===== config.mk =====
export PLATFORM = sky130hd
export DESIGN_NAME = pred_move_seq
export DESIGN_NICKNAME = d
export VERILOG_FILES = /design/src/rtl/pred_move_seq.sv
export SDC_FILE = /design/constraint.sdc
export NUM_CORES = 1
export LEC_CHECK = 0
export ABC_AREA = 1
export BUFFER_PORTS_ARGS = -buffer_cell sky130_fd_sc_hd__clkbuf_2
export CORE_MARGIN = 2
export CORE_UTILIZATION = 30
export DETAILED_ROUTE_END_ITERATION = 10
export PLACE_DENSITY = 0.5
export REMOVE_ABC_BUFFERS = 1
export SLEW_MARGIN = 0
export SYNTH_ARGS = -nofsm -noshare
export SYNTH_HDL_FRONTEND = slang
export SYNTH_SLANG_ARGS = --single-unit

===== constraint.sdc =====
create_clock -name clk -period 2.9 [get_ports clk]
set_input_delay 0.87 -clock clk [delete_from_list [all_inputs] [get_ports clk]]
set_output_delay 0.87 -clock clk [all_outputs]
set_load 0.1 [all_outputs]

===== src/rtl/pred_move_seq.sv =====
module pred_move_seq #(
  parameter int DW = 16,
  parameter int AW = 5,
  parameter int MAXVL = 8,
  parameter int NTAG = 4,
  localparam int LW = $clog2(MAXVL + 1),
  localparam int TW = (NTAG > 1) ? $clog2(NTAG) : 1,
  localparam int MW = 1 << LW
) (
  input  logic             clk,
  input  logic             rst_n,
  input  logic             tag_we,
  input  logic [TW-1:0]    tag_slot,
  input  logic [AW-1:0]    tag_reg,
  input  logic             tag_on,
  input  logic             start,
  input  logic [AW-1:0]    src_reg,
  input  logic [AW-1:0]    dst_reg,
  input  logic             src_pred_en,
  input  logic [MAXVL-1:0] src_pred,
  input  logic             dst_pred_en,
  input  logic [MAXVL-1:0] dst_pred,
  input  logic [LW-1:0]    vl,
  output logic [AW-1:0]    rf_raddr,
  input  logic [DW-1:0]    rf_rdata,
  output logic             rf_we,
  output logic [AW-1:0]    rf_waddr,
  output logic [DW-1:0]    rf_wdata,
  output logic             busy,
  output logic             done
);

  logic [NTAG-1:0] tv;
  logic [AW-1:0]   tk [NTAG];
  logic [AW-1:0]   sq, dq;
  logic            svq, dvq, sdone;
  logic [MW-1:0]   spm, dpm;
  logic [LW-1:0]   vlq, si, di;
  logic            s_vec, d_vec, fin, go, sskip, dskip, wr, accept;

  always_comb begin
    s_vec = 1'b0;
    d_vec = 1'b0;
    for (int i = 0; i < NTAG; i++) begin
      if (tv[i] && tk[i] == src_reg) s_vec = 1'b1;
      if (tv[i] && tk[i] == dst_reg) d_vec = 1'b1;
    end
  end

  always_ff @(posedge clk) begin
    if (!rst_n) tv <= '0;
    else if (tag_we) begin
      tv[tag_slot] <= tag_on;
      tk[tag_slot] <= tag_reg;
    end
  end

  assign accept   = start && !busy;
  assign fin      = (si >= vlq) || (di >= vlq) || sdone;
  assign go       = busy && !fin;
  assign sskip    = !spm[si];
  assign dskip    = !dpm[di];
  assign wr       = go && !sskip && !dskip;
  assign rf_raddr = sq + (svq ? AW'(si) : '0);
  assign rf_waddr = dq + (dvq ? AW'(di) : '0);
  assign rf_we    = wr;
  assign rf_wdata = rf_rdata;

  always_ff @(posedge clk) begin
    if (!rst_n) begin
      busy  <= 1'b0;
      done  <= 1'b0;
      si    <= '0;
      di    <= '0;
      sdone <= 1'b0;
      svq   <= 1'b0;
      dvq   <= 1'b0;
      sq    <= '0;
      dq    <= '0;
      vlq   <= '0;
      spm   <= '0;
      dpm   <= '0;
    end else begin
      done <= 1'b0;
      if (accept) begin
        busy  <= 1'b1;
        si    <= '0;
        di    <= '0;
        sdone <= 1'b0;
        svq   <= s_vec;
        dvq   <= d_vec;
        sq    <= src_reg;
        dq    <= dst_reg;
        vlq   <= vl;
        spm   <= (src_pred_en && s_vec) ? MW'(src_pred) : '1;
        dpm   <= (dst_pred_en && d_vec) ? MW'(dst_pred) : '1;
      end else if (busy && fin) begin
        busy <= 1'b0;
        done <= 1'b1;
      end else if (go) begin
        if (sskip) si <= si + 1'b1;
        else if (dskip) di <= di + 1'b1;
        else begin
          if (svq) si <= si + 1'b1;
          if (dvq) di <= di + 1'b1;
          else sdone <= 1'b1;
        end
      end
    end
  end

  AST_VL_LEGAL: assert property (@(posedge clk) disable iff (!rst_n)
    accept |-> vl <= LW'(MAXVL));
  AST_DONE_PULSE: assert property (@(posedge clk) disable iff (!rst_n)
    done |=> !done);
  AST_NO_WRITE_IDLE: assert property (@(posedge clk) disable iff (!rst_n)
    !busy |-> !rf_we);
  AST_WRITE_IN_SPAN: assert property (@(posedge clk) disable iff (!rst_n)
    (rf_we && dvq) |-> (rf_waddr - dq) < AW'(vlq));
  AST_SCALAR_ONCE: assert property (@(posedge clk) disable iff (!rst_n)
    (rf_we && !dvq) |=> !rf_we);
  AST_EMPTY_MASK: assert property (@(posedge clk) disable iff (!rst_n)
    (busy && spm == '0) |-> !rf_we);
  AST_BUSY_IGNORES_START: assert property (@(posedge clk) disable iff (!rst_n)
    (busy && !fin && start) |=> ($stable(sq) && $stable(dq) && busy));

endmodule


* After elaboration in Yosys (flattened, before gate mapping) *
Memories as Yosys holds them, arrays and structs flattened.
Index checks and enable logic that the tools add are counted.

word-level totals
  register bits = 63
  latch bits = 0
  memory bits (writable) = 20
  bits in read-only memories = 0
  input port bits = 60
  memories = 1

operators by class
  $add $sub $neg = 4
  multiply operators = 0
  divide/modulo/power cells = 0
  order comparisons = 6
  eq/ne operators = 11
  shift operators = 0
  mux-type cells = 30
  bitwise logic cells = 3
  reductions and logical operators = 25

memories
  memory  words  bits a word  read ports  clocked after memory_dff  wr ports  line  RTL
  tk      4      5            4           0                         1         34    logic [AW-1:0] tk [NTAG];

operators with widths
  operator               count
  $eq A5 B5 Y1           8
  $mux W16               2
  $mux W4                7
  $mux W1                17
  $logic_and A1 B1 Y1    16
  $add A5 B4 Y5          2
  $lt A4 B5 Y1 const B   2
  $add A4 B1 Y4 const B  2
  $bmux W1 S4            2
  $ge A4 B4 Y1           2
  $reduce_and A4 Y1      2
  $reduce_and A5 Y1      1
  $bwmux W4              1
  $ne A2 B2 Y1 const B   2
  $lt A2 B3 Y1 const B   1
  $not A1 Y1             3
  $demux W1 S2           1
  $ge A2 B1 Y1 const B   1
  $logic_not A1 Y1       2
  $logic_or A1 B1 Y1     2
  $ne A2 B1 Y1 const B   1
  $reduce_bool A2 Y1     1
  $reduce_or A2 Y1       1

* Logic depth before layout (Yosys ltp) *
Gate-level depths: netlist of the first run.

  depth after elaboration = 8
  mapped depth = 13
  gate-level depth less buffers = 12

* Least setup slack after synthesis of the first run *
No wires, ideal clock.

  path kind = register to output
  from = register si[0]
  to = output port rf_raddr[4]
  arrival time = 2.785 ns
  data required time = 2.030 ns
  setup slack = -0.755 ns
  stages on the path, launching flop included = 9
  path buffers = 1
  cell sequence = dfxtp_1 -> buf_6 -> nand2_1 -> inv_1 -> ha_1 -> inv_1 -> fa_1 -> o21ai_0 -> xor2_1

on the way
  cells in the longest elaborated chain, start to end = 2

RTL lines
  item                    line  RTL
  start, declared         38    logic [LW-1:0] vlq, si, di;
  start signal, assigned  101   if (sskip) si <= si + 1'b1;
  start signal, assigned  104   if (svq) si <= si + 1'b1;
  $mux W4                 64    assign rf_raddr = sq + (svq ? AW'(si) : '0);
  $add A5 B4 Y5           64
  end, declared           24    output logic [AW-1:0] rf_raddr,

No other way between the ends.

* Final worst setup path of the first run *
  from = register di[0]
  to = output port rf_we

on the way
  cells in the longest elaborated chain, start to end = 7
  elaborated cells on any way between the ends = 9
  those cells by class = order compare: 1; mux: 2; reduce/logical: 6

RTL lines
  item                              line  RTL
  start, declared                   38
  start signal, assigned            102   else if (dskip) di <= di + 1'b1;
  start signal, assigned            105   if (dvq) di <= di + 1'b1;
  $ge A4 B4 Y1                      59    assign fin = (si >= vlq) || (di >= vlq) || sdone;
  $logic_or A1 B1 Y1 (2 in series)  59
  $logic_not A1 Y1                  60    assign go = busy && !fin;
  $logic_and A1 B1 Y1               60
  $logic_and A1 B1 Y1               63    assign wr = go && !sskip && !dskip;
  $logic_and A1 B1 Y1 (*)           63
  end, declared                     26    output logic rf_we,

Every way passes the cells marked *; elsewhere a longest branch is shown, timed or not. The select of a mux whose other input is x is not followed.

==> reports/results.tsv, run 1 <==
metric	value	unit
CTS hold repair buffers	0	
Hold Crit Start	tv[3]	
synthesized area	4070	um2
measured slew at the worst slew-check pin	0.637	ns
YS warnings	0	
R2R cell count	12	
Reg-to-Reg Start	di[0]	
sequential share of the synthesized area	38.8	%
max incr delay on CP	0.37	ns
Critical Path End Type	output port	
top_reg_cell synth	dfxtp_1	
worst hold path endpoint	tv[3]	
kind of cell adding the most delay to the critical path	simple AND/OR/NAND/NOR gates	
Setup WS post-layout	-0.00621	ns
unrepaired setup endpoints after global routing	true	
Hold Slack	0.458	ns
fin util	38.5	%
slowest CP cell	dfxtp_4	
crit path max fanout	6	
Via density	4.68	
Max Fclk	344	MHz
Worst slew margin	57.4	%
area fraction of the dominant cell type after synthesis	24.1	%
fin cells	765	
kind of start point of the critical path	flop	
DP Cell Count	743	
I/O Pins	89	
Top cell by count, worst path	buf_12	
Skew-Pair Late Insertion Delay	0.34	ns
start point of the critical path	di[0]	
pwr/cell area	507	nW/um2
Post-synth top cells	97 x inv_1, 95 x nand2_1, 49 x dfxtp_1, 44 x a21oi_1	
remaining antenna violation count	0	
vias	3578	
reg2reg setup slack	1.07	ns
R2R Path End	di[1]	
Synth cell types	39	
Root Driver	clkbuf_16	
Synth Area per Inst	7.77	um2
Max-Cap Viols	0	
Post-synth EDFFs	20	
Buffers & Inverters on Critical Path	4	
fin crit period	2.91	ns
Syn Inst Count	524	
period utilization	100	%
die area	14500	um2
most numerous cell in the Yosys netlist	inv_1	
setup TNS	-0.00621	ns
leakage	2.35	nW
VDD IR-drop max	0.224	mV
antenna violations before repair	0	
Rows	42	
Starting Density	30.8	%
vias in the first global route	3506	
area leader, netlist	dfxtp_1	
run status	complete, but fails checks	
DRT Pass-1 Iters	4	
clk_skew	0.00523	ns
critical-path cell list	buf_12, inv_6, ha_1, o21ai_1, nand2_1, nand2_2, nand4_4, a21oi_4, inv_2, nor2_4, buf_12	
fillers	1379	
Reg clk slew, reported paths	0.05	ns
Num CTS Buffers	9	
Yosys reg bits	69	
# diodes	0	
Core Region	13200	um2
count of input and output buffers	56	
Die Height	121	um
WS Path Type	flop to output port	
Hold Crit Depth	2	
ranking of synthesized cells by area	dfxtp_1 24%, edfxtp_1 15%, inv_1 8.9%, nand2_1 8.8%, ha_1 5.5%	
final WL	10900	um
Tot GR Track Use	15.6	%
failing checks	setup timing	
first-pass GRT wire length	17400	um
share of post-route cells with drive strength above 1	24.1	%
cell depth of the worst setup path	11	
clk buf depth	2	
Fin. Hold Viols	0	
placer congestion estimate	0.832	
Worst EP arrival	2.04	ns
nets	664	
grt ovf	0	
DR WL/cell	14.2	um
# DRC	0	
clock sink total	69	
DIE WIDTH	121	um
largest net degree at the start of global routing	20	
Final HPWL DP	8390	um
starting DRC count in detailed routing	164	
Crit path required time	2.03	ns
Setup violations, final	1	
Post-synth ARST share	0	%
P&R area growth vs syn	25.3	%
CTS tree	done	
final slew viol count	0	
H-tree Lvls	3	
worst hold path class	flop to flop	
[flip-flops by register name, indices dropped and copies added (netlist names)]
signal	count
si	4
dpm	9
di	4
vlq	4
dq	5
svq	1
done	1
busy	1
dvq	1
tk	20
sq	5
sdone	1
tv	4
spm	9
[area by class of cell]
type | count | area (um2) | area share, %
Timing Repair Buffer | 73 | 564 | 11.1
Multi-Input combinational cell | 331 | 2040 | 39.9
Tap cell | 176 | 220 | 4.31
Clock inverter | 5 | 58.8 | 1.15
Sequential cell | 69 | 1600 | 31.2
Clock buffer | 11 | 243 | 4.75
Inverter | 100 | 385 | 7.55
[placed cells by master (no fill, tap or decap), types with 2 or more instances in the layout]
cell type,count
inv_1,95
nand2_1,94
clkbuf_2,47
a21oi_1,43
dfxtp_1,42
nand3_1,29
nor2_1,28
o21ai_0,27
edfxtp_1,20
o22ai_1,18
nand3b_1,16
buf_4,15
ha_1,14
xor2_1,10
clkbuf_16,10
nand2_2,9
buf_12,9
nand3_2,5
dfxtp_2,5
nor3_1,4
inv_6,3
inv_2,3
xor2_2,3
nand3_4,3
nand4_4,2
nor2_2,2
fa_2,2
ha_2,2
ha_4,2
clkinvlp_4,2
dfxtp_4,2
[worst max-delay path by stage]
stage	to
6_report	rf_we
3_3_place_gp	rf_we
3_5_place_dp	rf_we
2_1_floorplan	rf_raddr[4]
4_1_cts	rf_we
5_1_grt	rf_we
[metrics by stage]
stage               power (mW)  cell area, um2  worst slack (ns)
finish                    2.59            5100          -0.00621
global route              2.69            5100           -0.0828
CTS                       2.62            5040           -0.0191
detailed placement        1.49            4640            0.0985
global placement          1.49            4640             0.109
floorplan                 1.34            3910            -0.843
[where the power goes]
group | internal [mW] | switching, mW
Combinational | 0.141 | 0.268
Clock | 0.690 | 0.418
Sequential | 1.04 | 0.0275
[metal layers]
layer | global-route usage (%) | part of all wire, %
met4 | 3.92 | 0.94
met2 | 26.9 | 50
met1 | 18.7 | 44
met5 | 0 | 0
met3 | 5.24 | 5.1
[repair_timing]
item,CTS,global route
resized for setup,19,15
hold endpoints to repair,0,0
setup buffers,6,0
pin swaps,10,6
setup endpoints to repair,5,6
[cell families (layout without fill, tap and decap cells)]
logic type | count (synthesis) | after routing | share of synthesized area [%]
simple gates | 199 | 199 | 24.8
buf+inv | 124 | 189 | 13.5
compound gates | 97 | 97 | 13.1
flops | 69 | 69 | 38.8
fa+ha+maj | 20 | 20 | 6.51
xor+xnor | 15 | 15 | 3.22
[worst register-to-register path, delay by kind of cell (launching register included)]
family	cells	cell delay, ns
buffers and inverters	3	0.30
AND/OR/NAND/NOR	5	0.42
flip-flops	1	0.37
adder cells (fa/ha/maj)	1	0.26
AO/OA/AOI/OAI	3	0.35
Power figures use the tool's default switching activity.
==> run 2: changes to the inputs <==
- ABC_AREA: 1 -> not set
- PLACE_DENSITY: 0.5 -> 0.51
- SLEW_MARGIN: 0 -> 20
==> reports/results.tsv, run 2 <==
metric	value	unit	change
final slew viol count	0		unchanged
Reg clk slew, reported paths	0.06	ns	was 0.05 ns
Starting Density	30.4	%	was 30.8%
most numerous cell in the Yosys netlist	dfxtp_1		was inv_1
starting DRC count in detailed routing	143		was 164
Via density	4.76		was 4.68
DR WL/cell	15.6	um	was 14.2 um
CTS tree	done		unchanged
YS warnings	0		unchanged
leakage	1.98	nW	was 2.35 nW
Crit path required time	2.03	ns	about the same
Setup violations, final	2		was 1
Critical Path End Type	output port		unchanged
DP Cell Count	586		was 743
H-tree Lvls	3		unchanged
sequential share of the synthesized area	41.6	%	was 38.8%
Root Driver	clkbuf_16		unchanged
synthesized area	3800	um2	was 4070 um2
Setup WS post-layout	-0.0375	ns	was -0.00621 ns
Die Height	117	um	was 121 um
Final Instance Area	4880	um2	was 5100 um2
Max-Cap Viols	0		unchanged
Core Region	12500	um2	was 13,200 um2
max incr delay on CP	0.34	ns	was 0.37 ns
Worst EP arrival	2.07	ns	was 2.04 ns
fin crit period	2.94	ns	was 2.91 ns
R2R cell count	8		was 12
slowest CP cell	bufbuf_16		was dfxtp_4
reg2reg setup slack	0.62	ns	was 1.07 ns
max reg flops	20		unchanged
Tot GR Track Use	14.8	%	was 15.6%
Skew-Pair Late Insertion Delay	0.33	ns	was 0.34 ns
unrepaired setup endpoints after global routing	true		unchanged
Synth Area per Inst	10.1	um2	was 7.77 um2
clk_skew	0.00724	ns	was 0.00523 ns
placer congestion estimate	0.781		was 0.832
remaining antenna violation count	0		unchanged
Num CTS Buffers	9		unchanged
R2R Path End	di[3]		was di[1]
P&R area growth vs syn	28.4	%	was 25.3%
fin util	39.0	%	was 38.5%
total power	2.48	mW	was 2.59 mW
period utilization	101	%	was 100%
first-pass GRT wire length	15300	um	was 17,400 um
DRT Pass-1 Iters	4		unchanged
kind of cell adding the most delay to the critical path	buffers and inverters		was simple AND/OR/NAND/NOR gates
I/O Pins	89		unchanged
run status	complete, but fails checks		unchanged
Final HPWL DP	7020	um	was 8390 um
Buffers & Inverters on Critical Path	3		was 4
Post-synth ARST share	0	%	unchanged
most frequent cells in the layout	47 x clkbuf_2, 39 x dfxtp_1, 36 x nand2_1		was 95 x inv_1, 94 x nand2_1, 47 x clkbuf_2
# diodes	0		unchanged
Max Fclk	340	MHz	was 344 MHz
most common cell after layout, fill and taps aside	clkbuf_2		was inv_1
setup TNS	-0.0477	ns	was -0.00621 ns
Yosys reg bits	69		unchanged
top_reg_cell synth	dfxtp_1		unchanged
measured slew at the worst slew-check pin	0.548	ns	was 0.637 ns
Hold Crit Depth	2		unchanged
placed cell area	4350	um2	was 4640 um2
count of input and output buffers	56		unchanged
VDD IR-drop max	0.273	mV	was 0.224 mV
failing checks	setup timing		unchanged
largest net degree at the start of global routing	42		was 20
Synth cell types	49		was 39
vias	2891		was 3,578
Post-synth top cells	49 x dfxtp_1, 38 x nand2_1, 32 x xor2_1, 20 x edfxtp_1, 19 x inv_1		was 97 x inv_1, 95 x nand2_1, 49 x dfxtp_1, 44 x a21oi_1
Rows	41		was 42
antenna violations before repair	0		unchanged
Fin. Hold Viols	0		unchanged
crit path max fanout	2		was 6
# DRC	0		unchanged
share of post-route cells with drive strength above 1	37.2	%	was 24.1%
Hold Crit Start	vlq[2]		was tv[3]
Top cell by count, worst path	inv_2		was buf_12
vias in the first global route	3037		was 3,506
ranking of synthesized cells by area	dfxtp_1 26%, edfxtp_1 16%, xor2_1 7.4%, ha_1 5.9%, o221a_2 4.7%		was dfxtp_1 24%, edfxtp_1 15%, inv_1 8.9%, nand2_1 8.8%, ha_1 5.5%
worst hold path class	flop to flop		unchanged
biggest regs	tk (20), dpm (9), spm (9)		unchanged
area leader, netlist	dfxtp_1		unchanged
final WL	9480	um	was 10,900 um
DIE WIDTH	117	um	was 121 um
area fraction of the dominant cell type after synthesis	25.8	%	was 24.1%
WS Path Type	flop to output port		unchanged
kind of start point of the critical path	flop		unchanged
grt ovf	0		unchanged
nets	512		was 664
Reg-to-Reg Start	di[0]		unchanged
Largest Register	tk		unchanged
fin cells	607		was 765
clk buf depth	2		unchanged
critical-path cell list	and2_4, ha_4, inv_2, fa_2, inv_2, a21o_1, a21oi_2, xnor2_1, bufbuf_16		was buf_12, inv_6, ha_1, o21ai_1, nand2_1, nand2_2, nand4_4, a21oi_4, inv_2, nor2_4, buf_12
die area	13600	um2	was 14,500 um2
pwr/cell area	509	nW/um2	was 507 nW/um2
Post-synth EDFFs	20		unchanged
worst hold path endpoint	vlq[2]		was tv[3]
Worst slew margin	63.6	%	was 57.4%
clock sink total	69		unchanged
Syn Inst Count	378		was 524
run 2: cell types whose count changed after synthesis, sizes merged, moves of 14 or more:
cell    before  now
o22ai       18    0
inv        100   19
nor2        31   10
o221a        0   16
nand3       37   13
xor2        13   32
a21oi       45   15
o21ai       30    4
nand2      104   39
clkbuf       3   17
run 2: kinds of logic (layout without fill, tap and decap cells):
| logic type | Yosys count | in the layout | share of synthesized area [%] |
|---|---|---|---|
| AOI/OAI and AO/OA | 68 | 68 | 14.9 |
| xor gates and xnor gates | 47 | 47 | 10.8 |
| adders and majority gates | 20 | 20 | 6.98 |
| buffers and inverters | 58 | 115 | 7.90 |
| DFF | 69 | 69 | 41.6 |
| muxes | 12 | 12 | 3.49 |
| and+or+nand+nor | 104 | 104 | 14.3 |
run 2: how the worst max path moves through the flow:
stage / start / to / slack [ns] / cells past startpoint
after floorplan: si[0] / rf_raddr[4] / -1.02 / 9
after global placement: dst_reg[3] / dpm[2] / 0.11 / 7
after detailed placement: vlq[3] / rf_we / 0.06 / 8
after CTS: di[0] / rf_waddr[4] / -0.1 / 9
after global routing: di[0] / rf_waddr[4] / -0.13 / 9
final: di[0] / rf_waddr[4] / -0.04 / 9
run 2: tightest hold or removal path: stages (launching register included):
cell and delay, ns:
dfxtp_2 0.32, nand2_1 0.04, a21boi_0 0.07
run 2: layout make-up:
class,instances,area [um2]
fill,1286,7630
clock buffer,13,270
inverter,19,73.8
timing repair buffer,82,643
clock inverter,1,7.51
sequential,69,1590
tap,172,215
multi-input combinational,251,2080
run 2: through the flow:
stage | hold slack, ns | worst slack (ns)
6_report | 0.474 | -0.0375
3_5_place_dp | 0.457 | 0.0584
3_3_place_gp | 0.451 | 0.108
2_1_floorplan | 0.426 | -1.02
4_1_cts | 0.468 | -0.0983
5_1_grt | 0.495 | -0.128
run 2: metal layers:
metal  vias up  routed length [um]  GRT usage, %
li1       1424                   -             -
met1      1382                4220          18.4
met2        74                4550          24.6
met3        11                 601          4.83
met4         0                 117          4.47
met5         -                   0             0
run 2: what timing repair did:
| action | in CTS | in global routing |
|---|---|---|
| setup endpoints to repair | 5 | 6 |
| pin swaps | 13 | 11 |
| hold buffers | 0 | 0 |
| endpoints found under the hold margin | 0 | 0 |
| buffers inserted | 4 | 3 |
| resized for setup | 37 | 14 |
run 2: where the power goes:
part           switching, mW  internal, mW  total (mW)
clock network          0.396         0.639        1.04
logic                  0.215         0.158       0.373
registers             0.0335          1.04        1.08
total                  0.645          1.84        2.48
